File: config.mk
export PLATFORM = sky130hd
export DESIGN_NAME = rtc_bank
export DESIGN_NICKNAME = d
export VERILOG_FILES = /design/src/rtl/rtc_bank_pkg.sv /design/src/rtl/rtc_bank_regs.sv /design/src/rtl/rtc_bank_core.sv /design/src/rtl/rtc_bank.sv
export SDC_FILE = /design/constraint.sdc
export NUM_CORES = 1
export LEC_CHECK = 0
export BUFFER_PORTS_ARGS = -buffer_cell sky130_fd_sc_hd__buf_2
export CORE_MARGIN = 4
export CORE_UTILIZATION = 63
export CTS_CLUSTER_DIAMETER = 150
export DETAILED_ROUTE_END_ITERATION = 10
export PLACE_DENSITY_LB_ADDON = 0.2
export SYNTH_ARGS = -nofsm -noshare
export SYNTH_HDL_FRONTEND = slang
export SYNTH_SLANG_ARGS = --single-unit
File: constraint.sdc
create_clock -name clk -period 4.64 [get_ports clk]
set_input_delay 0.464 -clock clk [delete_from_list [all_inputs] [get_ports clk]]
set_output_delay 0.464 -clock clk [all_outputs]
set_load 0.1 [all_outputs]
File: src/rtl/rtc_bank_pkg.sv
package rtc_bank_pkg;

    localparam int REG_W  = 16;
    localparam int TIME_W = 2 * REG_W;
    localparam int ADDR_W = 8;

    // Byte addresses decoded by the register port
    localparam int A_CMD   = 'h00;
    localparam int A_CAP   = 'h04;
    localparam int A_STG_L = 'h10;
    localparam int A_STG_H = 'h14;
    localparam int A_RES_L = 'h24;
    localparam int A_RES_H = 'h28;
    localparam int A_SNP_L = 'h30;
    localparam int A_SNP_H = 'h34;
    localparam int A_TRIG  = 'h38;

    // Command bit positions
    localparam int B_WR_BASE = 1;
    localparam int B_RD_BASE = 2;
    localparam int B_CLR_CNT = 3;
    localparam int B_WR_F0   = 5;
    localparam int B_WR_F1   = 6;
    localparam int B_RD_F0   = 7;
    localparam int B_RD_F1   = 8;

    localparam logic [REG_W-1:0] CMD_MASK =
        REG_W'((1 << B_WR_BASE) | (1 << B_RD_BASE) | (1 << B_CLR_CNT) |
               (1 << B_WR_F0) | (1 << B_WR_F1) | (1 << B_RD_F0) | (1 << B_RD_F1));

    typedef struct packed {
        logic       clr_cnt;
        logic       wr_base;
        logic [1:0] wr_flag;
        logic       rd_base;
        logic [1:0] rd_flag;
    } cmd_t;

    typedef enum logic [1:0] {
        SRC_NONE,
        SRC_BASE,
        SRC_F0,
        SRC_F1
    } rd_src_e;

    function automatic cmd_t decode_cmd(logic [REG_W-1:0] r);
        cmd_t c;
        c.clr_cnt    = r[B_CLR_CNT];
        c.wr_base    = r[B_WR_BASE];
        c.wr_flag[0] = r[B_WR_F0];
        c.wr_flag[1] = r[B_WR_F1];
        c.rd_base    = r[B_RD_BASE];
        c.rd_flag[0] = r[B_RD_F0];
        c.rd_flag[1] = r[B_RD_F1];
        return c;
    endfunction

    function automatic rd_src_e pick_read(cmd_t c);
        if (c.rd_base)         return SRC_BASE;
        else if (c.rd_flag[0]) return SRC_F0;
        else if (c.rd_flag[1]) return SRC_F1;
        else                   return SRC_NONE;
    endfunction

endpackage

File: src/rtl/rtc_bank_regs.sv
module rtc_bank_regs
    import rtc_bank_pkg::*;
#(
    parameter int AW = ADDR_W,
    parameter int DW = REG_W
) (
    input  logic            clk,
    input  logic            rst,
    input  logic            we,
    input  logic [AW-1:0]   addr,
    input  logic [DW-1:0]   wdata,
    output logic [DW-1:0]   cmd_raw,
    output logic            cap_arm,
    output logic [2*DW-1:0] stage_word,
    output logic            snap_req
);

    logic [DW-1:0] stg_lo_q, stg_hi_q;

    always_ff @(posedge clk) begin
        if (rst) begin
            cmd_raw  <= '0;
            cap_arm  <= 1'b0;
            stg_lo_q <= '0;
            stg_hi_q <= '0;
        end else if (we) begin
            case (int'(addr))
                A_CMD:   cmd_raw  <= wdata & CMD_MASK;
                A_CAP:   cap_arm  <= wdata[0];
                A_STG_L: stg_lo_q <= wdata;
                A_STG_H: stg_hi_q <= wdata;
                default: ;
            endcase
        end
    end

    assign stage_word = {stg_hi_q, stg_lo_q};
    assign snap_req   = we && (int'(addr) == A_TRIG) && wdata[0];

endmodule

File: src/rtl/rtc_bank_core.sv
module rtc_bank_core
    import rtc_bank_pkg::*;
#(
    parameter int TW     = TIME_W,
    parameter int NFLAGS = 2
) (
    input  logic                      clk,
    input  logic                      rst,
    input  logic                      tick,
    input  logic                      iso,
    input  cmd_t                      cmd,
    input  logic                      cap_arm,
    input  logic [TW-1:0]             stage_word,
    input  logic                      snap_req,
    output logic [TW-1:0]             base_q,
    output logic [TW-1:0]             cnt_q,
    output logic [NFLAGS-1:0][TW-1:0] flag_q,
    output logic [TW-1:0]             hold_q,
    output logic [TW-1:0]             snap_q,
    output logic [TW-1:0]             res_q
);

    logic                      do_clr;
    logic [TW-1:0]             cnt_cleared;
    logic [TW-1:0]             base_nxt;
    logic [NFLAGS-1:0][TW-1:0] flag_nxt;

    // Stage 1 of a pulse: counter clear
    assign do_clr      = iso && cmd.clr_cnt;
    assign cnt_cleared = do_clr ? '0 : cnt_q;

    // Stage 2: writes from the staging word
    assign base_nxt = (iso && cmd.wr_base) ? stage_word : base_q;

    for (genvar g = 0; g < NFLAGS; g++) begin : g_flag
        assign flag_nxt[g] = (iso && cmd.wr_flag[g]) ? stage_word : flag_q[g];

        always_ff @(posedge clk) begin
            if (rst) flag_q[g] <= '0;
            else     flag_q[g] <= flag_nxt[g];
        end
    end

    always_ff @(posedge clk) begin
        if (rst) begin
            cnt_q  <= '0;
            base_q <= '0;
            hold_q <= '0;
            snap_q <= '0;
            res_q  <= '0;
        end else begin
            if (do_clr)    cnt_q <= '0;
            else if (tick) cnt_q <= cnt_q + TW'(1);

            base_q <= base_nxt;

            if (iso && cap_arm) hold_q <= cnt_cleared;
            if (snap_req)       snap_q <= hold_q;

            // Stage 3: reads see post-write state
            if (iso) begin
                case (pick_read(cmd))
                    SRC_BASE: res_q <= base_nxt;
                    SRC_F0:   res_q <= flag_nxt[0];
                    SRC_F1:   res_q <= flag_nxt[1];
                    default:  ;
                endcase
            end
        end
    end

endmodule

File: src/rtl/rtc_bank.sv
module rtc_bank
    import rtc_bank_pkg::*;
#(
    parameter int AW = ADDR_W,
    parameter int DW = REG_W,
    parameter int TW = 2 * DW
) (
    input  logic          clk,
    input  logic          rst,
    input  logic          tick_1hz,
    input  logic          iso_en,
    input  logic          reg_we,
    input  logic [AW-1:0] reg_addr,
    input  logic [DW-1:0] reg_wdata,
    output logic [DW-1:0] reg_rdata,
    output logic [TW-1:0] cur_time,
    output logic          time_valid
);

    logic [DW-1:0]        cmd_raw;
    cmd_t                 cmd;
    logic                 cap_arm;
    logic [TW-1:0]        stage_word;
    logic                 snap_req;
    logic [TW-1:0]        base_q, cnt_q, hold_q, snap_q, res_q;
    logic [1:0][TW-1:0]   flag_q;

    rtc_bank_regs #(.AW(AW), .DW(DW)) u_regs (
        .clk        (clk),
        .rst        (rst),
        .we         (reg_we),
        .addr       (reg_addr),
        .wdata      (reg_wdata),
        .cmd_raw    (cmd_raw),
        .cap_arm    (cap_arm),
        .stage_word (stage_word),
        .snap_req   (snap_req)
    );

    assign cmd = decode_cmd(cmd_raw);

    rtc_bank_core #(.TW(TW), .NFLAGS(2)) u_core (
        .clk        (clk),
        .rst        (rst),
        .tick       (tick_1hz),
        .iso        (iso_en),
        .cmd        (cmd),
        .cap_arm    (cap_arm),
        .stage_word (stage_word),
        .snap_req   (snap_req),
        .base_q     (base_q),
        .cnt_q      (cnt_q),
        .flag_q     (flag_q),
        .hold_q     (hold_q),
        .snap_q     (snap_q),
        .res_q      (res_q)
    );

    always_comb begin
        case (int'(reg_addr))
            A_CMD:   reg_rdata = cmd_raw;
            A_CAP:   reg_rdata = {{(DW-1){1'b0}}, cap_arm};
            A_STG_L: reg_rdata = stage_word[DW-1:0];
            A_STG_H: reg_rdata = stage_word[TW-1:DW];
            A_RES_L: reg_rdata = res_q[DW-1:0];
            A_RES_H: reg_rdata = res_q[TW-1:DW];
            A_SNP_L: reg_rdata = snap_q[DW-1:0];
            A_SNP_H: reg_rdata = snap_q[TW-1:DW];
            default: reg_rdata = '0;
        endcase
    end

    assign cur_time   = base_q + cnt_q;
    assign time_valid = (flag_q[0] == TW'(1));

endmodule

* After elaboration in Yosys (flattened, before gate mapping)
Index checks and enable logic that the tools add are counted.
** Cells by class
- Add/subtract/negate cells :: 2
- Equal/unequal tests :: 12
- Muxes and demuxes :: 11
- Reductions and logical operators :: 15
** Operators by type and width (count)
- two-way mux 32 bit :: 4
- one-hot mux 16 bit (8 select lines) :: 1
- one-hot mux 32 bit (3 select lines) :: 1
- adder 32 x 1 -> 32 bit, second input constant :: 1
- adder 32 bit :: 1
- equality test 32 x 1 -> 1 bit, second input constant :: 1
- equality test 8 x 6 -> 1 bit, second input constant :: 4
- equality test 8 x 5 -> 1 bit, second input constant :: 2
- two-way mux 2 bit :: 5
- AND reduction 2 bit :: 5
- equality test 8 x 3 -> 1 bit, second input constant :: 1
- equality test 8 x 7 -> 1 bit, second input constant :: 1
- logical NOT 8 bit :: 1
- logical AND 1 bit :: 7
- equality test 2 bit, second input constant :: 2
- nonzero test 3 bit :: 1
- equality test 2 x 1 -> 1 bit, second input constant :: 1
- OR reduction 2 bit :: 1
** Storage, ports and cells
- Register bits :: 264
- Bits of input ports :: 29
- Logic and storage cells :: 51

* Depth between registers and ports, before layout
- Word-level depth :: 8
- Mapped depth :: 9
- Mapped depth without buffers :: 9

* Modules after synthesis
A second synthesis with hierarchy kept.
** Unflattened totals
- Cell total of the unflattened synthesis :: 1495
- Area, all modules :: 13482.9 um^2
** Modules (own cells, without submodules)
- rtc_bank_core :: times used 1, cells an instance 950, area each 8924.8 um^2
- rtc_bank :: times used 1, cells an instance 379, area each 2737.6 um^2
- rtc_bank_regs :: times used 1, cells an instance 166, area each 1820.5 um^2

* Least setup slack after synthesis
OpenSTA, ideal clock, no wires.
- Path type :: reg2out
- From :: reg u_core.cnt_q[0]
- To :: out cur_time[20]
- Data arrival time :: 3424 ps
- Path slack :: 752 ps
- Stages on the path, launching flop included :: 9
- Cells stage by stage :: dfxtp_1 -> ha_1 -> fa_1 -> a21oi_1 -> o221ai_2 -> o21a_1 -> a21oi_2 -> o21ai_2 -> xnor2_1
** Between the ends
- Word-level cells in the longest chain between the ends :: 1
** Ends and longest elaborated chain
- start: declaration :: RTL line rtc_bank_core.sv:16 : output logic [TW-1:0] cnt_q,
- start signal: assignment :: RTL line rtc_bank_core.sv:53 : else if (tick) cnt_q <= cnt_q + TW'(1);
- adder 32 bit :: RTL line rtc_bank.sv:73 : assign cur_time = base_q + cnt_q;
- end: declaration :: RTL line rtc_bank.sv:16 : output logic [TW-1:0] cur_time,
Every way passes these cells.

* Worst setup path in the final report
- From :: reg u_core.cnt_q[0]
- To :: out cur_time[28]
The elaborated chain is that of the path after synthesis.

==> results.cfg <==
[run_status]
status = completed

[worst_hold_path]
hp-class = input port to flop
holdCritStartpoint = reg_wdata[11]

[sta]
finalSetupTns_ns = 0
clock.fmax_mhz = 247
fin_crit_ns = 4.05
fin_crit_sh_pct = 87.2
skew_ns = 0.00681
worst_slew_pin_slew_ns = 1.17
fin_hold_ws_ns = 0.205
relSlewSlack_pct = 21.7
hold_viol_final = 0
drv_slew = 0
grt_setup_unrepaired = no
setup_violations = 0

[cts]
cts_tree = yes
cts_setup_buffers = 0
clk_latency_ns = 0.52
cts_made_buffers = 26
post_cts_resize_count = 0
max-clock-path-buffers = 3
root_buffer = clkbuf_16
htree_levels = 1
path_clk_slew_ns = 0.06
cts_hold_buf = 0
clock_sinks = 264

[synth]
synthDistinctLibCells = 61
ys_seq_area_share_pct = 42.3
ys_warn_count = 0
ys_seq_elements = 264
yosys-top-cells-count = nor2_1 (283), dfxtp_1 (264), nand2_1 (151)
synth_top_cell_by_area = dfxtp_1
postSynthAreaPerCell_um2 = 8.35
syn-cell-area_mm2 = 0.0125
async_flop_share_pct = 0
synth-main-ff-cell = dfxtp_1
synth_edf_count = 0
synth_top_area_share_pct = 42.3
synth_fp_nets = 1558
synth_most_common_cell = nor2_1
postSynthCellCount = 1496
synth.area.top_cells = dfxtp_1 (42%), nor2_1 (8.5%), mux2i_1 (7.9%)

[drt]
wl_met1_mm = 14.6
wl_met2_mm = 16.3
wl_met3_mm = 3.02
drt-pass1-iter-count = 10
postRouteAntennaNets = 0
drt_iter0_markers = 1033
top_layer = met4
wl_per_cell_um = 19.7
drc = 0
via_per_inst = 6.24
wirelength_mm = 35.7
num_vias = 11300

[finish]
fin_util_pct = 71.5
multi_input_area_mm2 = 0.00681
instances_no_fill = 1812
drive_above_1_share_pct = 11.4
regArea_mm2 = 0.00529
area_growth_syn_to_layout_pct = 11.5
final_nets = 1588
nFillCells = 1598

[critical_path]
timing.setup.critical_path_class = flop to output pin
critPathLaunch = u_core.cnt_q[0]
r2r-start = u_core.cnt_q[1]
cpMaxStageDelayCell = buf_2
worst-path-max-fanout = 6
setup.worst_path.start_class = flop
cp_data_required_time_ns = 4.18
setup.worst_path.end_class = output pin
max_stage_delay_ns = 0.45
arrival_ns = 3.58
path_cells = ha_1, fa_1, a21oi_1, o221ai_2, o21a_1, a21oi_2, o21ai_2, and4b_4, a211oi_2, buf_2
rrSetupSlack_ns = 2.45

[global_route]
grt-ovfl-total = 0
track_usage_pct = 31.5
grt_pass1_wl_mm = 56.2
antenna_found_initial = 1
grt_pass1_vias = 10600
grt_max_degree = 126

[die]
io_pins = 78
die-area_mm2 = 0.0221
core_area_mm2 = 0.0195
rows = 51
initial_core_util_pct = 64.2
die_height_um = 149
die_x_um = 149

[power]
peakVddDrop_uv = 337
p_leak_nw = 5.92
power.density_mw_per_mm2 = 328
total_power_mw = 4.57

[flow_run]
maxCapViolations = 0

[place]
gp_congestion = 0.881
place.port_buffers = 77
dp_hpwl_mm = 24.3
dp_cells = 1763
==> worst paths after layout <==
kind | end | depth (start not counted)
worst min register to register | u_core.snap_q[24] | 2
worst min-delay path | u_regs.stg_lo_q[11] | 3
worst max register to register | u_core.cnt_q[26] | 7
worst max-delay path | cur_time[28] | 10
==> kinds of logic after synthesis <==
group,Yosys count,share of synthesized area (%)
simple gates,611,21.9
compound gates,325,17.1
flops,264,42.3
buf+inv,108,3.39
mux,98,7.85
xor+xnor,57,4.00
fa+ha+maj,33,3.37
==> per-layer routing <==
| layer | up-vias | global-route usage (%) |
|---|---|---|
| met2 | 544 | 50.7 |
| met4 | 0 | 13.5 |
| met3 | 112 | 6.11 |
| met5 | - | 0 |
| li1 | 5327 | - |
| met1 | 5328 | 41.8 |
==> cell type report <==
class | count | share of cell area, %
antenna | 1 | 0.0180
clock buffer | 41 | 5.88
clock inverter | 7 | 0.611
timing repair buffer | 97 | 3.89
tap | 265 | 2.38
multi-input combinational | 1124 | 48.9
inverter | 13 | 0.350
sequential | 264 | 38.0
==> where the power goes <==
part / switching (mW) / internal (mW)
clock network: 0.878 / 1.32
logic: 0.0800 / 0.0207
registers: 0.00548 / 2.27
total: 0.963 / 3.61
==> stage by stage <==
| stage | cell area [um2] | worst slack (ns) |
|---|---|---|
| after floorplan | 12500 | 0.752 |
| after global placement | 13000 | 1.23 |
| after detailed placement | 13000 | 1.16 |
| after global routing | 13900 | 0.503 |
| after CTS | 13900 | 0.608 |
| final | 13900 | 0.593 |
==> critical path, delay by kind of cell, from the launching register on <==
family | cells | cell delay (ns)
AOI/OAI and AO/OA | 6 | 1.31
buffers and inverters | 1 | 0.45
adders and majority gates | 2 | 0.68
and+or+nand+nor | 1 | 0.23
DFF | 1 | 0.39
==> sequential cells by signal, indices dropped and copies added (netlist names), 16 cells and up <==
signal	count
u_regs.stg_lo_q	16
u_core.cnt_q	32
u_core.snap_q	32
u_core.flag_q	64
u_core.base_q	32
u_regs.stg_hi_q	16
u_core.res_q	32
u_core.hold_q	32
==> cells in the final DEF, fill, tap and decap left out, types with 10 or more instances in the layout <==
master / Yosys / routed
nor2_1: 283 / 280
dfxtp_1: 264 / 264
nand2_1: 151 / 147
a21oi_1: 137 / 137
mux2i_1: 98 / 98
buf_2: 11 / 76
nand3_1: 72 / 72
a22oi_1: 41 / 41
xor2_1: 33 / 33
a211oi_1: 33 / 33
o22ai_1: 32 / 32
nor3b_1: 32 / 32
ha_1: 32 / 32
clkbuf_16: 0 / 27
xnor2_1: 24 / 24
buf_4: 1 / 20
a21o_1: 15 / 15
inv_1: 13 / 13
nor3_1: 12 / 11
and3_1: 10 / 10
Power figures use the tool's default switching activity.
